`config.mk`:
```
export PLATFORM = sky130hd
export DESIGN_NAME = eag_top
export DESIGN_NICKNAME = d
export VERILOG_FILES = /design/src/rtl/eag_pkg.sv /design/src/rtl/eag_decode.sv /design/src/rtl/eag_add.sv /design/src/rtl/eag_top.sv
export SDC_FILE = /design/constraint.sdc
export NUM_CORES = 1
export LEC_CHECK = 0
export BUFFER_PORTS_ARGS = -buffer_cell sky130_fd_sc_hd__buf_2
export CORE_ASPECT_RATIO = 1.5
export CORE_MARGIN = 3
export CORE_UTILIZATION = 45
export CTS_BUF_LIST = sky130_fd_sc_hd__clkbuf_8
export CTS_CLUSTER_SIZE = 16
export DETAILED_ROUTE_END_ITERATION = 12
export GPL_TIMING_DRIVEN = 1
export PLACE_DENSITY = 0.81
export SKIP_CTS_REPAIR_TIMING = 1
export SYNTH_ARGS = -nofsm -noshare
export SYNTH_HDL_FRONTEND = slang
export SYNTH_HIERARCHICAL = 1
export SYNTH_SLANG_ARGS = --single-unit
export TNS_END_PERCENT = 10
```
`constraint.sdc`:
```
create_clock -name clk -period 2.73 [get_ports clk]
set_input_delay 0.6825 -clock clk [delete_from_list [all_inputs] [get_ports clk]]
set_output_delay 0.6825 -clock clk [all_outputs]
set_load 0.01 [all_outputs]
```
`src/rtl/eag_pkg.sv`:
```
package eag_pkg;
  localparam int MODE_W = 4;

  typedef enum logic [MODE_W-1:0] {
    MD_INH  = 4'd0,
    MD_DIR  = 4'd1,
    MD_EXT  = 4'd2,
    MD_IX   = 4'd3,
    MD_IXP  = 4'd4,
    MD_IX1  = 4'd5,
    MD_IX1P = 4'd6,
    MD_IX2  = 4'd7,
    MD_SP1  = 4'd8,
    MD_SP2  = 4'd9,
    MD_REL  = 4'd10
  } mode_e;

  typedef enum logic [1:0] {BS_ZERO, BS_HX, BS_SP, BS_PC} base_e;
  typedef enum logic [1:0] {OF_ZERO, OF_BYTE, OF_WORD, OF_SBYTE} off_e;

  typedef struct packed {
    base_e base;
    off_e  off;
    logic  addr_vld;
    logic  post_inc;
    logic  prefix;
    logic  branch;
  } ctl_t;
endpackage

```
`src/rtl/eag_decode.sv`:
```
module eag_decode
  import eag_pkg::*;
(
  input  logic [MODE_W-1:0] mode,
  output ctl_t              ctl
);
  always_comb begin
    ctl = '{base: BS_ZERO, off: OF_ZERO, addr_vld: 1'b0,
            post_inc: 1'b0, prefix: 1'b0, branch: 1'b0};
    case (mode)
      MD_DIR:  begin ctl.off = OF_BYTE; ctl.addr_vld = 1'b1; end
      MD_EXT:  begin ctl.off = OF_WORD; ctl.addr_vld = 1'b1; end
      MD_IX:   begin ctl.base = BS_HX; ctl.addr_vld = 1'b1; end
      MD_IXP:  begin ctl.base = BS_HX; ctl.addr_vld = 1'b1; ctl.post_inc = 1'b1; end
      MD_IX1:  begin ctl.base = BS_HX; ctl.off = OF_BYTE; ctl.addr_vld = 1'b1; end
      MD_IX1P: begin
        ctl.base = BS_HX; ctl.off = OF_BYTE; ctl.addr_vld = 1'b1; ctl.post_inc = 1'b1;
      end
      MD_IX2:  begin ctl.base = BS_HX; ctl.off = OF_WORD; ctl.addr_vld = 1'b1; end
      MD_SP1:  begin
        ctl.base = BS_SP; ctl.off = OF_BYTE; ctl.addr_vld = 1'b1; ctl.prefix = 1'b1;
      end
      MD_SP2:  begin
        ctl.base = BS_SP; ctl.off = OF_WORD; ctl.addr_vld = 1'b1; ctl.prefix = 1'b1;
      end
      MD_REL:  begin ctl.base = BS_PC; ctl.off = OF_SBYTE; ctl.branch = 1'b1; end
      default: ;
    endcase
  end
endmodule

```
`src/rtl/eag_add.sv`:
```
module eag_add #(
  parameter int W = 16
) (
  input  logic [W-1:0] a,
  input  logic [W-1:0] b,
  output logic [W-1:0] sum
);
  always_comb sum = a + b;
endmodule

```
`src/rtl/eag_top.sv`:
```
module eag_top
  import eag_pkg::*;
#(
  parameter int DW = 8
) (
  input  logic              clk,
  input  logic              rst_n,
  input  logic              en,
  input  logic [MODE_W-1:0] mode,
  input  logic [DW-1:0]     op_b0,
  input  logic [DW-1:0]     op_b1,
  input  logic [2*DW-1:0]   hx,
  input  logic [2*DW-1:0]   sp,
  input  logic [2*DW-1:0]   pc,
  input  logic              br_take,
  output logic [2*DW-1:0]   ea,
  output logic              ea_vld,
  output logic              extra_cyc,
  output logic [2*DW-1:0]   hx_nxt,
  output logic              hx_we,
  output logic [2*DW-1:0]   pc_nxt,
  output logic              pc_load
);
  localparam int AW     = 2 * DW;
  localparam int N_ADD  = 2;
  localparam int RS_LEN = 2;

  logic [RS_LEN-1:0] rst_q;
  logic              rst_sync_n;

  always_ff @(posedge clk or negedge rst_n) begin
    if (!rst_n) rst_q <= '0;
    else        rst_q <= {rst_q[RS_LEN-2:0], 1'b1};
  end
  assign rst_sync_n = rst_q[RS_LEN-1];

  ctl_t ctl;
  eag_decode u_dec (.mode(mode), .ctl(ctl));

  logic [AW-1:0] base_v, off_v;
  always_comb begin
    case (ctl.base)
      BS_HX:   base_v = hx;
      BS_SP:   base_v = sp;
      BS_PC:   base_v = pc;
      default: base_v = '0;
    endcase
    case (ctl.off)
      OF_BYTE:  off_v = {{DW{1'b0}}, op_b0};
      OF_WORD:  off_v = {op_b0, op_b1};
      OF_SBYTE: off_v = {{DW{op_b0[DW-1]}}, op_b0};
      default:  off_v = '0;
    endcase
  end

  logic [AW-1:0] add_a [N_ADD];
  logic [AW-1:0] add_b [N_ADD];
  logic [AW-1:0] add_s [N_ADD];
  assign add_a[0] = base_v;
  assign add_b[0] = off_v;
  assign add_a[1] = hx;
  assign add_b[1] = AW'(1);

  for (genvar g = 0; g < N_ADD; g++) begin : g_add
    eag_add #(.W(AW)) u_add (.a(add_a[g]), .b(add_b[g]), .sum(add_s[g]));
  end

  logic [AW-1:0] ea_d, hx_d, pc_d;
  logic          vld_d, pre_d, we_d, ld_d;
  always_comb begin
    ea_d  = ctl.addr_vld ? add_s[0] : '0;
    hx_d  = ctl.post_inc ? add_s[1] : hx;
    pc_d  = (ctl.branch && br_take) ? add_s[0] : pc;
    vld_d = en && ctl.addr_vld;
    pre_d = en && ctl.prefix;
    we_d  = en && ctl.post_inc;
    ld_d  = en && ctl.branch && br_take;
  end

  always_ff @(posedge clk or negedge rst_sync_n) begin
    if (!rst_sync_n) begin
      ea_vld    <= 1'b0;
      extra_cyc <= 1'b0;
      hx_we     <= 1'b0;
      pc_load   <= 1'b0;
    end else begin
      ea_vld    <= vld_d;
      extra_cyc <= pre_d;
      hx_we     <= we_d;
      pc_load   <= ld_d;
    end
  end

  always_ff @(posedge clk or negedge rst_sync_n) begin
    if (!rst_sync_n) begin
      ea     <= '0;
      hx_nxt <= '0;
      pc_nxt <= '0;
    end else if (en) begin
      ea     <= ea_d;
      hx_nxt <= hx_d;
      pc_nxt <= pc_d;
    end
  end
endmodule

```
==> summary.txt <==
Routing
  – Routed Antenna Nets: 0
  – DRC: 0
  – Drt total wl: 14200 µm
  – Routed length per placed instance: 17.0 µm
  – Via density: 5.62
  – Drt first-iter violations: 150
  – TritonRoute pass-1 iters: 5
  – Total number of vias: 4689

Timing
  – Crit path time final: 3.52 ns
  – Pins over their slew limit: 0
  – Slew margin rel.: 52.3%
  – RSZ-0062 raised after global routing: yes
  – Final worst slack: -0.793 ns
  – Tcrit/Tclk final: 129%
  – Final setup fails: 27
  – Fmax achieved: 0.284 GHz
  – Clock skew: 0.0107 ns
  – Actual slew at the worst max-slew pin: 0.715 ns
  – Fin. Hold Viols: 0
  – Setup TNS: -12.97 ns

Global routing
  – First-pass GRT wire length: 22100 µm
  – Grt total ovfl: 0
  – GRT Overall Usage: 24.1%
  – Largest net degree at the start of global routing: 101
  – Initial antenna violation count: 0
  – Vias in the first global route: 4619

Worst setup path
  – Crit start category: input port
  – R2r startpoint: rst_q[1]$_DFF_PN0_
  – Crit path kind: input port to flip-flop
  – Critical Path RT: 2.97 ns
  – Critical path fanouts, max: 5
  – Signal arrival time at the worst endpoint: 3.76 ns
  – CP Capture Type: flip-flop
  – CP startpoint: mode[2]
  – R2R depth: 1
  – Setup slack, reg-to-reg: 1.65 ns

Synthesis
  – Post-synthesis cell type count: 57
  – Synth warnings: 6
  – Main synth FF type: dfrtp_1
  – Count leader, synth: dfrtp_1
  – Compound-Gate Fraction of Synth Area: 26.4%
  – Sequential-to-total area share from yosys stat: 29.0%
  – Post-synth EDFFs: 0
  – Top cell type's share of synthesized area: 29.0%
  – Synth area leaders: dfrtp_1, ha_1, a21oi_1
  – Ys async rst share: 100%
  – Xor-xnor portion of the synthesized cell area: 5.63%
  – Post-synthesis adder-cell area fraction: 8.90%
  – Syn avg cell area: 8.82 µm²
  – Cell taking the most area after synthesis: dfrtp_1
  – Mapped cell area: 4670 µm²
  – Mapped Cells: 529
  – Post-synth top cells: dfrtp_1, a21oi_1, nand3_1, nor2_1, o21ai_0
  – Post-synthesis mux area share: 8.74%
  – #FFs+latches synth: 54
  – Synth Area in Simple Gates: 15.1%
  – Largest family of logic cells by synthesized area: compound AO/OA/AOI/OAI gates

Die
  – Total die area: 11700 µm²
  – Num rows: 44
  – Number of top-level pins: 124
  – Die X: 89.2 µm
  – Core ar.: 9910 µm²
  – Initial core utilization: 47.1%
  – Die height: 131 µm

Pwr
  – IR drop worst, VDD: 0.240 mV
  – P per Cell Area: 422 nW/µm²
  – Static Leak: 3.00 nW

Clocking
  – Clock latency on the worst-skew pair: 0.33 ns
  – Clk root buf: clkbuf_8
  – CTS Buf Count: 5
  – H-tree depth: 2
  – Worst-path clk slew: 0.10 ns
  – Max Root-Sink Buffers: 2
  – CTS tree: yes
  – CTS sink cnt: 54

Placement
  – DP Wirelength: 11300 µm
  – Routability Congestion: 0.927
  – Port Buf Inserts: 123
  – Pre-CTS setup slack: -1.19 ns

Hold path
  – Hold WC Path Type: input port to async pin

Outcome
  – Failing checks: negative setup slack
  – Status: finished, violations left

Final layout
  – Antenna Diode Count: 0
  – Util after Layout: 62.8%
  – Layout Nets: 822
  – Layout cells sized above 1: 39.2%
  – P&R area growth vs syn: 33.3%

Run
  – Max Cap Viol: 0
==> final timing paths <==
kind                                     endpoint
max in group asynchronous  pc_nxt[13]$_DFFE_PN0P_
hold / removal                 rst_q[1]$_DFF_PN0_
setup / recovery           pc_nxt[12]$_DFFE_PN0P_
min in group clk               rst_q[1]$_DFF_PN0_
setup reg to reg           pc_nxt[13]$_DFFE_PN0P_
hold reg to reg                 ea[2]$_DFFE_PN0P_
==> stage by stage <==
stage               hold WS, ns  power [mW]  area, µm²  cells
global placement          0.339        1.97       5900    825
detailed placement        0.347        2.00       5900    825
CTS                       0.127        2.56       6010    833
global route              0.126        2.78       6220    834
floorplan                 0.331        1.60       4760    545
finish                    0.129        2.63       6220    834
==> flip-flops by register name (all words and copies together) (netlist names) <==
| register | cells |
|---|---|
| hx_we | 1 |
| rst_q | 2 |
| hx_nxt | 16 |
| extra_cyc | 1 |
| pc_load | 1 |
| pc_nxt | 16 |
| ea_vld | 1 |
| ea | 16 |
==> cells by family after synthesis <==
family / Yosys count
AOI/OAI and AO/OA: 178
adders and majority gates: 32
xor gates and xnor gates: 30
other: 2
buffers and inverters: 57
DFF: 54
muxes: 35
and+or+nand+nor: 141
==> power by group <==
part | leakage, nW | internal [mW] | switching, mW
registers | 0.645 | 0.888 | 0.0529
logic | 2.30 | 0.538 | 0.583
clock network | 0.0556 | 0.271 | 0.293
==> worst max-delay path: stages <==
cell and delay (ns):
buf_8 0.11, and2b_2 0.20, a211o_4 0.35, mux2_4 0.31, a22o_1 0.18, ha_2 0.18
fa_2 0.34, a21o_2 0.24, a311oi_2 0.20, buf_4 0.18, nor3_2 0.06, o41ai_2 0.26
xnor2_1 0.18, nand3_1 0.10, a31oi_1 0.20
==> area by class of cell <==
type / instances / area, µm²
tap: 115 / 144
clock buffer: 5 / 68.8
sequential: 54 / 1350
clock inverter: 3 / 41.3
multi-input combinational: 434 / 3290
fill: 907 / 3690
inverter: 24 / 90.1
timing repair buffer: 199 / 1230
==> layer usage <==
metal,global-route usage (%),routed length [µm],vias to the layer above
met3,2.57,648,32
met2,43.7,7590,151
met5,0,0,-
met1,28.8,5540,2230
li1,-,-,2276
met4,8.76,410,0
==> cell usage in the layout (no fill, tap or decap), types with 4 or more instances in the layout <==
master	synthesis	final
a211o_1	5	4
a21bo_1	5	5
a21bo_2	11	11
a21boi_0	7	7
a21o_1	4	4
a21oi_1	50	40
a21oi_2	0	9
a22o_1	23	23
a311oi_2	2	4
a31oi_1	18	18
and2_1	5	5
buf_2	14	119
buf_4	2	74
clkbuf_8	0	5
conb_1	2	18
dfrtp_1	54	53
ha_1	30	26
inv_1	23	24
mux2_2	6	5
mux2_4	10	11
mux2i_1	19	19
nand2_1	20	18
nand2b_1	7	7
nand3_1	41	41
nor2_1	41	41
nor2b_1	4	4
nor3_2	0	4
o211ai_1	6	6
o21ai_0	31	22
o21ai_1	1	9
xnor2_1	20	18
xor2_1	10	7
Note: power is estimated with default switching activity, not from simulation.
